==> src/rtl/seg_pkg.sv <==
// Shared types for the segmented memory access unit.
// Assumes a two-bit selector space holding exactly four segments.
package seg_pkg;

    typedef enum logic [1:0] {
        SEL_ES = 2'd0,
        SEL_CS = 2'd1,
        SEL_SS = 2'd2,
        SEL_DS = 2'd3
    } seg_sel_e;

    typedef enum logic [1:0] {
        ACC_READ  = 2'd0,
        ACC_WRITE = 2'd1,
        ACC_RMW   = 2'd2,
        ACC_RSVD  = 2'd3
    } acc_kind_e;

    typedef enum logic [1:0] {
        XS_IDLE = 2'd0,
        XS_LO   = 2'd1,
        XS_HI   = 2'd2,
        XS_FIN  = 2'd3
    } xfer_state_e;

endpackage

==> src/rtl/seg_base_cache.sv <==
// Holds one cached physical base per segment, each being the segment
// register value shifted left by SHIFT bits. The code segment resets to
// CS_RESET and every other segment resets to zero. A write takes effect on
// the clock edge, so a read in the same cycle still returns the old base.
module seg_base_cache #(
    parameter int OFF_W    = 16,
    parameter int SHIFT    = 4,
    parameter int NUM_SEG  = 4,
    parameter int CS_IDX   = 1,
    parameter logic [OFF_W-1:0] CS_RESET = '1,
    localparam int PA_W    = OFF_W + SHIFT,
    localparam int SEL_W   = $clog2(NUM_SEG)
) (
    input  logic             clk,
    input  logic             rst_n,
    input  logic             wr_en,
    input  logic [SEL_W-1:0] wr_sel,
    input  logic [OFF_W-1:0] wr_val,
    input  logic [SEL_W-1:0] rd_sel,
    output logic [PA_W-1:0]  rd_base
);

    logic [PA_W-1:0] base_q [NUM_SEG];

    for (genvar g = 0; g < NUM_SEG; g++) begin : g_seg
        localparam logic [PA_W-1:0] RST_BASE =
            (g == CS_IDX) ? {CS_RESET, {SHIFT{1'b0}}} : '0;

        // Reload this segment's base when its register is written.
        always_ff @(posedge clk) begin
            if (!rst_n) begin
                base_q[g] <= RST_BASE;
            end else if (wr_en && (wr_sel == SEL_W'(g))) begin
                base_q[g] <= {wr_val, {SHIFT{1'b0}}};
            end
        end
    end

    // Select the base of the requested segment.
    always_comb begin
        rd_base = base_q[rd_sel];
    end

endmodule

==> src/rtl/seg_addr_gen.sv <==
// Forms the two byte addresses of an access from a segment base and an
// offset. The high byte normally follows the low byte. At the last offset
// it wraps to offset zero of the same segment, and at the top of physical
// memory it wraps to address zero. Purely combinational.
module seg_addr_gen #(
    parameter int OFF_W = 16,
    parameter int SHIFT = 4,
    localparam int PA_W = OFF_W + SHIFT
) (
    input  logic [PA_W-1:0]  base,
    input  logic [OFF_W-1:0] off,
    output logic [PA_W-1:0]  lo_addr,
    output logic [PA_W-1:0]  hi_addr,
    output logic             split
);

    logic seg_end;
    logic phys_end;

    // Low byte address and both wrap conditions.
    always_comb begin
        lo_addr  = base + PA_W'(off);
        seg_end  = (off == {OFF_W{1'b1}});
        phys_end = (lo_addr == {PA_W{1'b1}});
        split    = seg_end || phys_end;
    end

    // High byte address, following the applicable wrap rule.
    always_comb begin
        if (seg_end) begin
            hi_addr = base;
        end else if (phys_end) begin
            hi_addr = '0;
        end else begin
            hi_addr = lo_addr + PA_W'(1);
        end
    end

endmodule

==> src/rtl/seg_rmw_hold.sv <==
// Keeps the two byte addresses of a split-word read-modify-write until the
// result is committed. A saved low address of zero stands for "nothing
// pending", since a split word never has its low byte at address zero.
module seg_rmw_hold #(
    parameter int PA_W = 20
) (
    input  logic            clk,
    input  logic            rst_n,
    input  logic            save,
    input  logic [PA_W-1:0] save_lo,
    input  logic [PA_W-1:0] save_hi,
    input  logic            clear,
    output logic            pend_valid,
    output logic [PA_W-1:0] pend_lo,
    output logic [PA_W-1:0] pend_hi
);

    logic [PA_W-1:0] lo_q;
    logic [PA_W-1:0] hi_q;

    // Capture on save and drop back to the empty marker on clear.
    always_ff @(posedge clk) begin
        if (!rst_n) begin
            lo_q <= '0;
            hi_q <= '0;
        end else if (save) begin
            lo_q <= save_lo;
            hi_q <= save_hi;
        end else if (clear) begin
            lo_q <= '0;
        end
    end

    // Expose the pending pair and its validity.
    always_comb begin
        pend_valid = (lo_q != '0);
        pend_lo    = lo_q;
        pend_hi    = hi_q;
    end

endmodule

==> src/rtl/seg_xfer_ctrl.sv <==
// Sequences byte transfers on a synchronous byte-wide memory port. A byte
// access is one transfer; a word is two, low byte first. Read data comes
// back one cycle after its transfer. A commit of a pending split word is
// taken ahead of a new request and is ignored if nothing is pending.
// Assumes mem_rdata is registered by the memory.
module seg_xfer_ctrl
    import seg_pkg::*;
#(
    parameter int PA_W = 20,
    parameter int DW   = 8,
    localparam int WW  = 2 * DW
) (
    input  logic            clk,
    input  logic            rst_n,
    input  logic            req_valid,
    input  logic [1:0]      req_kind,
    input  logic            req_word,
    input  logic [WW-1:0]   req_wdata,
    input  logic [PA_W-1:0] lo_addr,
    input  logic [PA_W-1:0] hi_addr,
    input  logic            split,
    input  logic            commit_valid,
    input  logic [WW-1:0]   commit_data,
    input  logic            pend_valid,
    input  logic [PA_W-1:0] pend_lo,
    input  logic [PA_W-1:0] pend_hi,
    output logic            save_pend,
    output logic [PA_W-1:0] save_lo,
    output logic [PA_W-1:0] save_hi,
    output logic            clear_pend,
    output logic            mem_en,
    output logic            mem_we,
    output logic [PA_W-1:0] mem_addr,
    output logic [DW-1:0]   mem_wdata,
    input  logic [DW-1:0]   mem_rdata,
    output logic            busy,
    output logic            done,
    output logic [WW-1:0]   rdata
);

    xfer_state_e     state_q, state_d;
    acc_kind_e       kind_q;
    logic            word_q;
    logic            split_q;
    logic [PA_W-1:0] lo_q;
    logic [PA_W-1:0] hi_q;
    logic [WW-1:0]   wdata_q;
    logic [DW-1:0]   lo_byte_q;
    logic            take_commit;
    logic            take_req;

    // Decide what, if anything, is accepted this cycle.
    always_comb begin
        take_commit = (state_q == XS_IDLE) && commit_valid && pend_valid;
        take_req    = (state_q == XS_IDLE) && !take_commit && req_valid;
        clear_pend  = take_commit;
    end

    // Next-state logic of the transfer sequencer.
    always_comb begin
        state_d = state_q;
        unique case (state_q)
            XS_IDLE: if (take_commit || take_req) state_d = XS_LO;
            XS_LO:   state_d = word_q ? XS_HI : XS_FIN;
            XS_HI:   state_d = XS_FIN;
            XS_FIN:  state_d = XS_IDLE;
            default: state_d = XS_IDLE;
        endcase
    end

    // State register.
    always_ff @(posedge clk) begin
        if (!rst_n) state_q <= XS_IDLE;
        else        state_q <= state_d;
    end

    // Latch the operation at acceptance.
    always_ff @(posedge clk) begin
        if (!rst_n) begin
            kind_q  <= ACC_READ;
            word_q  <= 1'b0;
            split_q <= 1'b0;
            lo_q    <= '0;
            hi_q    <= '0;
            wdata_q <= '0;
        end else if (take_commit) begin
            kind_q  <= ACC_WRITE;
            word_q  <= 1'b1;
            split_q <= 1'b0;
            lo_q    <= pend_lo;
            hi_q    <= pend_hi;
            wdata_q <= commit_data;
        end else if (take_req) begin
            kind_q  <= acc_kind_e'(req_kind);
            word_q  <= req_word;
            split_q <= split;
            lo_q    <= lo_addr;
            hi_q    <= hi_addr;
            wdata_q <= req_wdata;
        end
    end

    // Hold the low byte of a word while the high byte is fetched.
    always_ff @(posedge clk) begin
        if (!rst_n)                lo_byte_q <= '0;
        else if (state_q == XS_HI) lo_byte_q <= mem_rdata;
    end

    // Drive the memory port during the transfer states.
    always_comb begin
        mem_en    = (state_q == XS_LO) || (state_q == XS_HI);
        mem_we    = mem_en && (kind_q == ACC_WRITE);
        mem_addr  = (state_q == XS_HI) ? hi_q : lo_q;
        mem_wdata = (state_q == XS_HI) ? wdata_q[WW-1:DW] : wdata_q[DW-1:0];
    end

    // Completion, read data and the pending-address capture.
    always_comb begin
        busy      = (state_q != XS_IDLE);
        done      = (state_q == XS_FIN);
        rdata     = '0;
        if (done && (kind_q != ACC_WRITE)) begin
            rdata = word_q ? {mem_rdata, lo_byte_q} : {{DW{1'b0}}, mem_rdata};
        end
        save_pend = done && (kind_q == ACC_RMW) && word_q && split_q;
        save_lo   = lo_q;
        save_hi   = hi_q;
    end

endmodule

==> src/rtl/seg_mem_unit.sv <==
// Top of the segmented memory access unit. It turns selector and offset
// into physical byte addresses from the cached segment bases and runs
// byte or split word transfers on a byte-wide synchronous memory.
// Assumes requests are only presented when the requester wants them taken.
module seg_mem_unit
    import seg_pkg::*;
#(
    parameter int OFF_W   = 16,
    parameter int SHIFT   = 4,
    parameter int DW      = 8,
    localparam int PA_W   = OFF_W + SHIFT,
    localparam int WW     = 2 * DW
) (
    input  logic             clk,
    input  logic             rst_n,
    input  logic             seg_wr_en,
    input  logic [1:0]       seg_wr_sel,
    input  logic [OFF_W-1:0] seg_wr_val,
    input  logic             req_valid,
    input  logic [1:0]       req_sel,
    input  logic [OFF_W-1:0] req_off,
    input  logic             req_word,
    input  logic [1:0]       req_kind,
    input  logic [WW-1:0]    req_wdata,
    input  logic             commit_valid,
    input  logic [WW-1:0]    commit_data,
    output logic             busy,
    output logic             done,
    output logic [WW-1:0]    rdata,
    output logic             mem_en,
    output logic             mem_we,
    output logic [PA_W-1:0]  mem_addr,
    output logic [DW-1:0]    mem_wdata,
    input  logic [DW-1:0]    mem_rdata
);

    logic [PA_W-1:0] base;
    logic [PA_W-1:0] lo_addr;
    logic [PA_W-1:0] hi_addr;
    logic            split;
    logic            save_pend;
    logic [PA_W-1:0] save_lo;
    logic [PA_W-1:0] save_hi;
    logic            clear_pend;
    logic            pend_valid;
    logic [PA_W-1:0] pend_lo;
    logic [PA_W-1:0] pend_hi;

    seg_base_cache #(
        .OFF_W   (OFF_W),
        .SHIFT   (SHIFT),
        .NUM_SEG (4),
        .CS_IDX  (int'(SEL_CS))
    ) u_bases (
        .clk     (clk),
        .rst_n   (rst_n),
        .wr_en   (seg_wr_en),
        .wr_sel  (seg_wr_sel),
        .wr_val  (seg_wr_val),
        .rd_sel  (req_sel),
        .rd_base (base)
    );

    seg_addr_gen #(
        .OFF_W (OFF_W),
        .SHIFT (SHIFT)
    ) u_agen (
        .base    (base),
        .off     (req_off),
        .lo_addr (lo_addr),
        .hi_addr (hi_addr),
        .split   (split)
    );

    seg_rmw_hold #(
        .PA_W (PA_W)
    ) u_hold (
        .clk        (clk),
        .rst_n      (rst_n),
        .save       (save_pend),
        .save_lo    (save_lo),
        .save_hi    (save_hi),
        .clear      (clear_pend),
        .pend_valid (pend_valid),
        .pend_lo    (pend_lo),
        .pend_hi    (pend_hi)
    );

    seg_xfer_ctrl #(
        .PA_W (PA_W),
        .DW   (DW)
    ) u_xfer (
        .clk          (clk),
        .rst_n        (rst_n),
        .req_valid    (req_valid),
        .req_kind     (req_kind),
        .req_word     (req_word),
        .req_wdata    (req_wdata),
        .lo_addr      (lo_addr),
        .hi_addr      (hi_addr),
        .split        (split),
        .commit_valid (commit_valid),
        .commit_data  (commit_data),
        .pend_valid   (pend_valid),
        .pend_lo      (pend_lo),
        .pend_hi      (pend_hi),
        .save_pend    (save_pend),
        .save_lo      (save_lo),
        .save_hi      (save_hi),
        .clear_pend   (clear_pend),
        .mem_en       (mem_en),
        .mem_we       (mem_we),
        .mem_addr     (mem_addr),
        .mem_wdata    (mem_wdata),
        .mem_rdata    (mem_rdata),
        .busy         (busy),
        .done         (done),
        .rdata        (rdata)
    );

endmodule

==> config.mk <==
export PLATFORM = sky130hd
export DESIGN_NAME = seg_mem_unit
export DESIGN_NICKNAME = d
export VERILOG_FILES = /design/src/rtl/seg_pkg.sv /design/src/rtl/seg_base_cache.sv /design/src/rtl/seg_addr_gen.sv /design/src/rtl/seg_rmw_hold.sv /design/src/rtl/seg_xfer_ctrl.sv /design/src/rtl/seg_mem_unit.sv
export SDC_FILE = /design/constraint.sdc
export NUM_CORES = 1
export LEC_CHECK = 0
export BUFFER_PORTS_ARGS = -buffer_cell sky130_fd_sc_hd__buf_2
export CELL_PAD_IN_SITES_DETAIL_PLACEMENT = 1
export CELL_PAD_IN_SITES_GLOBAL_PLACEMENT = 1
export CORE_ASPECT_RATIO = 0.75
export CORE_MARGIN = 3
export CORE_UTILIZATION = 48
export DETAILED_ROUTE_END_ITERATION = 10
export HOLD_SLACK_MARGIN = 0.15
export PLACE_DENSITY = 0.95
export SYNTH_ARGS = -nofsm -noshare
export SYNTH_HDL_FRONTEND = slang
export SYNTH_SLANG_ARGS = --single-unit
==> constraint.sdc <==
create_clock -name clk -period 10.75 [get_ports clk]
set_input_delay 2.15 -clock clk [delete_from_list [all_inputs] [get_ports clk]]
set_output_delay 2.15 -clock clk [all_outputs]
set_load 0.01 [all_outputs]
==> impl_metrics.json <==
{
  "grt_max_degree": 62,
  "path_cells": "buf_2 -> mux4_2 -> ha_1 -> fa_1 -> a21o_1 -> a221oi_4 -> o211a_1 -> nor3_1 -> nor4_1 -> nand4_2 -> o41a_1 -> a221oi_1 -> nor4_1",
  "syn_avg_cell_area_um2": 9.49,
  "vias": 8294,
  "maxCapViolCount": 0,
  "critPathSlowestCell": "o41a_1",
  "drive_gt1_share_pct": 23.0,
  "syn_inst": 946,
  "leakagePower_uw": 0.00405,
  "fin_crit_ns": 6.65,
  "die_area_mm2": 0.0204,
  "htree_levels": 4,
  "ys_ff_latch": 174,
  "fin_nets": 1139,
  "ctsHoldBuffers": 0,
  "syn_area_mm2": 0.00898,
  "cts_root_buf": "clkbuf_16",
  "layoutNonFillerInstCount": 1292,
  "ff_latch_area_mm2": 0.00412,
  "async_flop_share_pct": 0,
  "die_w_um": 164,
  "cts_sinks": 174,
  "wire_per_inst_um": 25.3,
  "critPathMaxStageDelay_ns": 0.72,
  "worst_slew_margin_rel_pct": 21.4,
  "synthToLayoutAreaGrowth_pct": 15.3,
  "gp_congestion": 0.853,
  "wl_mm": 32.7,
  "setup_viol": 0,
  "rows": 42,
  "cts_inserted_buffers": 17,
  "max-vdd-ir-drop_v": 0.000109,
  "crit_required_ns": 11.04,
  "grtUsageTotal_pct": 32.3,
  "drt-pass1-iter-count": 5,
  "end_kind": "flip-flop",
  "power_density_mw_per_mm2": 208,
  "tightestPinTransition_ns": 1.17,
  "status": "complete, no violations",
  "clock_path_buffers": 2,
  "insertion_delay_ns": 0.45,
  "clock_skew_ns": 0.0167,
  "dp.cells": 1259,
  "clk_pin_slew_ns": 0.07,
  "yosysSeqAreaShare_pct": 45.9,
  "grt_pass1_vias": 8795,
  "worst-path-max-fanout": 16,
  "final.fill_count": 2052,
  "fmax_mhz": 150,
  "synthFlopType": "dfxtp_1",
  "overflow": 0,
  "synth-edff-count": 64,
  "hold_violations": 0,
  "cts_tree": "built",
  "slew_viol_final": 0,
  "worstPathArrival_ns": 6.95,
  "grt_setup_unrepaired": "no",
  "routed_via_density": 6.42,
  "hold_path.class": "flip-flop to flip-flop",
  "multi_input_area_mm2": 0.00456,
  "ios": 132,
  "post_dp_cell_area_mm2": 0.00976,
  "r2r_setup_slack_ns": 6.04,
  "fin_tns_setup_ns": 0,
  "start_kind": "primary input",
  "synth_cell_type_count": 60,
  "start_util_pct": 50.0,
  "yosys_warnings": 0,
  "cts_setup_buffers": 0,
  "die_h_um": 124,
  "drc_errors": 0,
  "drt_iter0_markers": 758,
  "final_cell_area_mm2": 0.0103,
  "core_mm2": 0.0180,
  "synth_nets": 1049,
  "ctsResizeCount": 0,
  "antenna_found_initial": 3,
  "finalCritPeriodShare_pct": 61.9,
  "dpl.hpwl_mm": 21.0,
  "grt_pass1_wl_mm": 51.0,
  "critPathKind": "primary input to flip-flop",
  "crit_top_cell": "nor4_1",
  "antenna_left": 0,
  "holdWs_ns": 0.464,
  "io_buffers": 131
}
## final cells by class
cell class	count	area share [%]
antenna	1	0.0242
clock buffer	18	4.15
clock inverter	14	1.49
inverter	14	0.508
multi-input combinational	689	44.1
sequential	174	39.8
tap	242	2.93
timing repair buffer	140	6.99
## power breakdown
| part | internal [µW] | switching [µW] | total [µW] | leakage, µW |
|---|---|---|---|---|
| sequential | 772 | 76.5 | 848 | 0.00153 |
| clock | 346 | 287 | 633 | 0.000276 |
| combinational | 251 | 419 | 669 | 0.00224 |
## kinds of logic (layout without fill, tap and decap cells)
group	count (synthesis)	count (layout)	share of synthesized area, %
AO/OA/AOI/OAI	192	192	14.2
XOR/XNOR	26	26	2.54
AND/OR/NAND/NOR	388	388	21.3
other	0	1	0
adder cells (fa/ha/maj)	19	19	2.73
multiplexers	64	64	9.77
buffers and inverters	83	186	3.60
flip-flops	174	174	45.9
## layer usage
metal	global-route usage [%]	part of all wire, %	vias to the layer above
li1	-	-	3620
met1	41.0	39	4072
met2	50.5	47	474
met3	9.71	9.4	124
met4	15.4	4.5	4
met5	0	0.086	-
## state kept, by name, indices dropped and copies added (netlist names)
register          flops
u_bases.base_q       64
u_hold.pend_hi       20
u_hold.pend_lo       20
u_xfer.save_hi       20
u_xfer.save_lo       20
u_xfer.wdata_q       16
u_xfer.lo_byte_q      8
u_xfer.kind_q         2
u_xfer.state_q        2
u_xfer.split_q        1
u_xfer.word_q         1
## worst paths after layout
check                                     to  cells past startpoint                                from
min          u_hold.pend_hi[14]$_SDFFE_PN0P_                      2     u_hold.pend_hi[14]$_SDFFE_PN0P_
min reg2reg  u_hold.pend_hi[14]$_SDFFE_PN0P_                      2     u_hold.pend_hi[14]$_SDFFE_PN0P_
max reg2reg   u_xfer.save_hi[4]$_SDFFE_PN0P_                     12  u_bases.base_q[2][0]$_SDFFCE_PN0P_
max           u_xfer.save_hi[4]$_SDFFE_PN0P_                     13                          req_sel[0]
## layout by cell type (no fill, tap or decap), types with 7 or more instances in the layout
cell       netlist  routed
buf_2            3     131
nand2_1        125     124
dfxtp_1        110     110
a21oi_1         74      74
nor2_1          70      69
edfxtp_1        64      64
and2_1          49      49
nand3_1         41      41
o21ai_0         39      35
mux2_2          29      29
or3_1           21      21
nor3_1          20      20
mux2i_1         19      19
ha_1            18      17
clkbuf_16        0      17
mux4_2          16      16
a311oi_1        16      16
and3_1          15      15
nor4_1          16      15
xnor2_1         14      14
inv_1           14      13
xor2_1          12      12
a31oi_1          9       9
buf_4            0       9
nand3b_1         8       8
a21o_1           7       7
nand4_1          7       7
a221oi_1         7       7
## Yosys cell counts (all sizes together), types with 8 or more instances
master | instances | share of area [%]
nand3 | 41 | 2.3
a31oi | 9 | 0.63
nand3b | 8 | 0.67
mux2i | 19 | 2.1
and3 | 15 | 1.0
a21oi | 74 | 4.1
nor4 | 17 | 1.4
clkbuf | 62 | 2.6
inv | 14 | 0.59
mux4 | 16 | 4.0
edfxtp | 64 | 21
a221oi | 14 | 2.1
xnor2 | 14 | 1.4
nor2 | 70 | 2.9
dfxtp | 110 | 25
ha | 18 | 2.5
and2 | 50 | 3.5
mux2 | 29 | 3.6
or3 | 21 | 1.5
o21ai | 43 | 2.4
nand4 | 8 | 0.63
xor2 | 12 | 1.2
a311oi | 16 | 1.6
nor3 | 20 | 1.1
nand2 | 125 | 5.2
## critical path, delay by kind of cell
kind,cells,cell delay (ns)
and+or+nand+nor,4,0.90
adders and majority gates,2,0.68
AOI/OAI and AO/OA,5,2.09
buffers and inverters,1,0.49
muxes,1,0.62
## per-stage QoR
step	util (%)	setup WS, ns	total power [µW]
floorplan	-	4.57	1250
global placement	54.3	4.17	1440
detailed placement	54.3	3.84	1490
CTS	57.6	4.21	2130
global route	57.6	3.90	2240
finish	57.6	4.10	2150
Power figures use the tool's default switching activity.
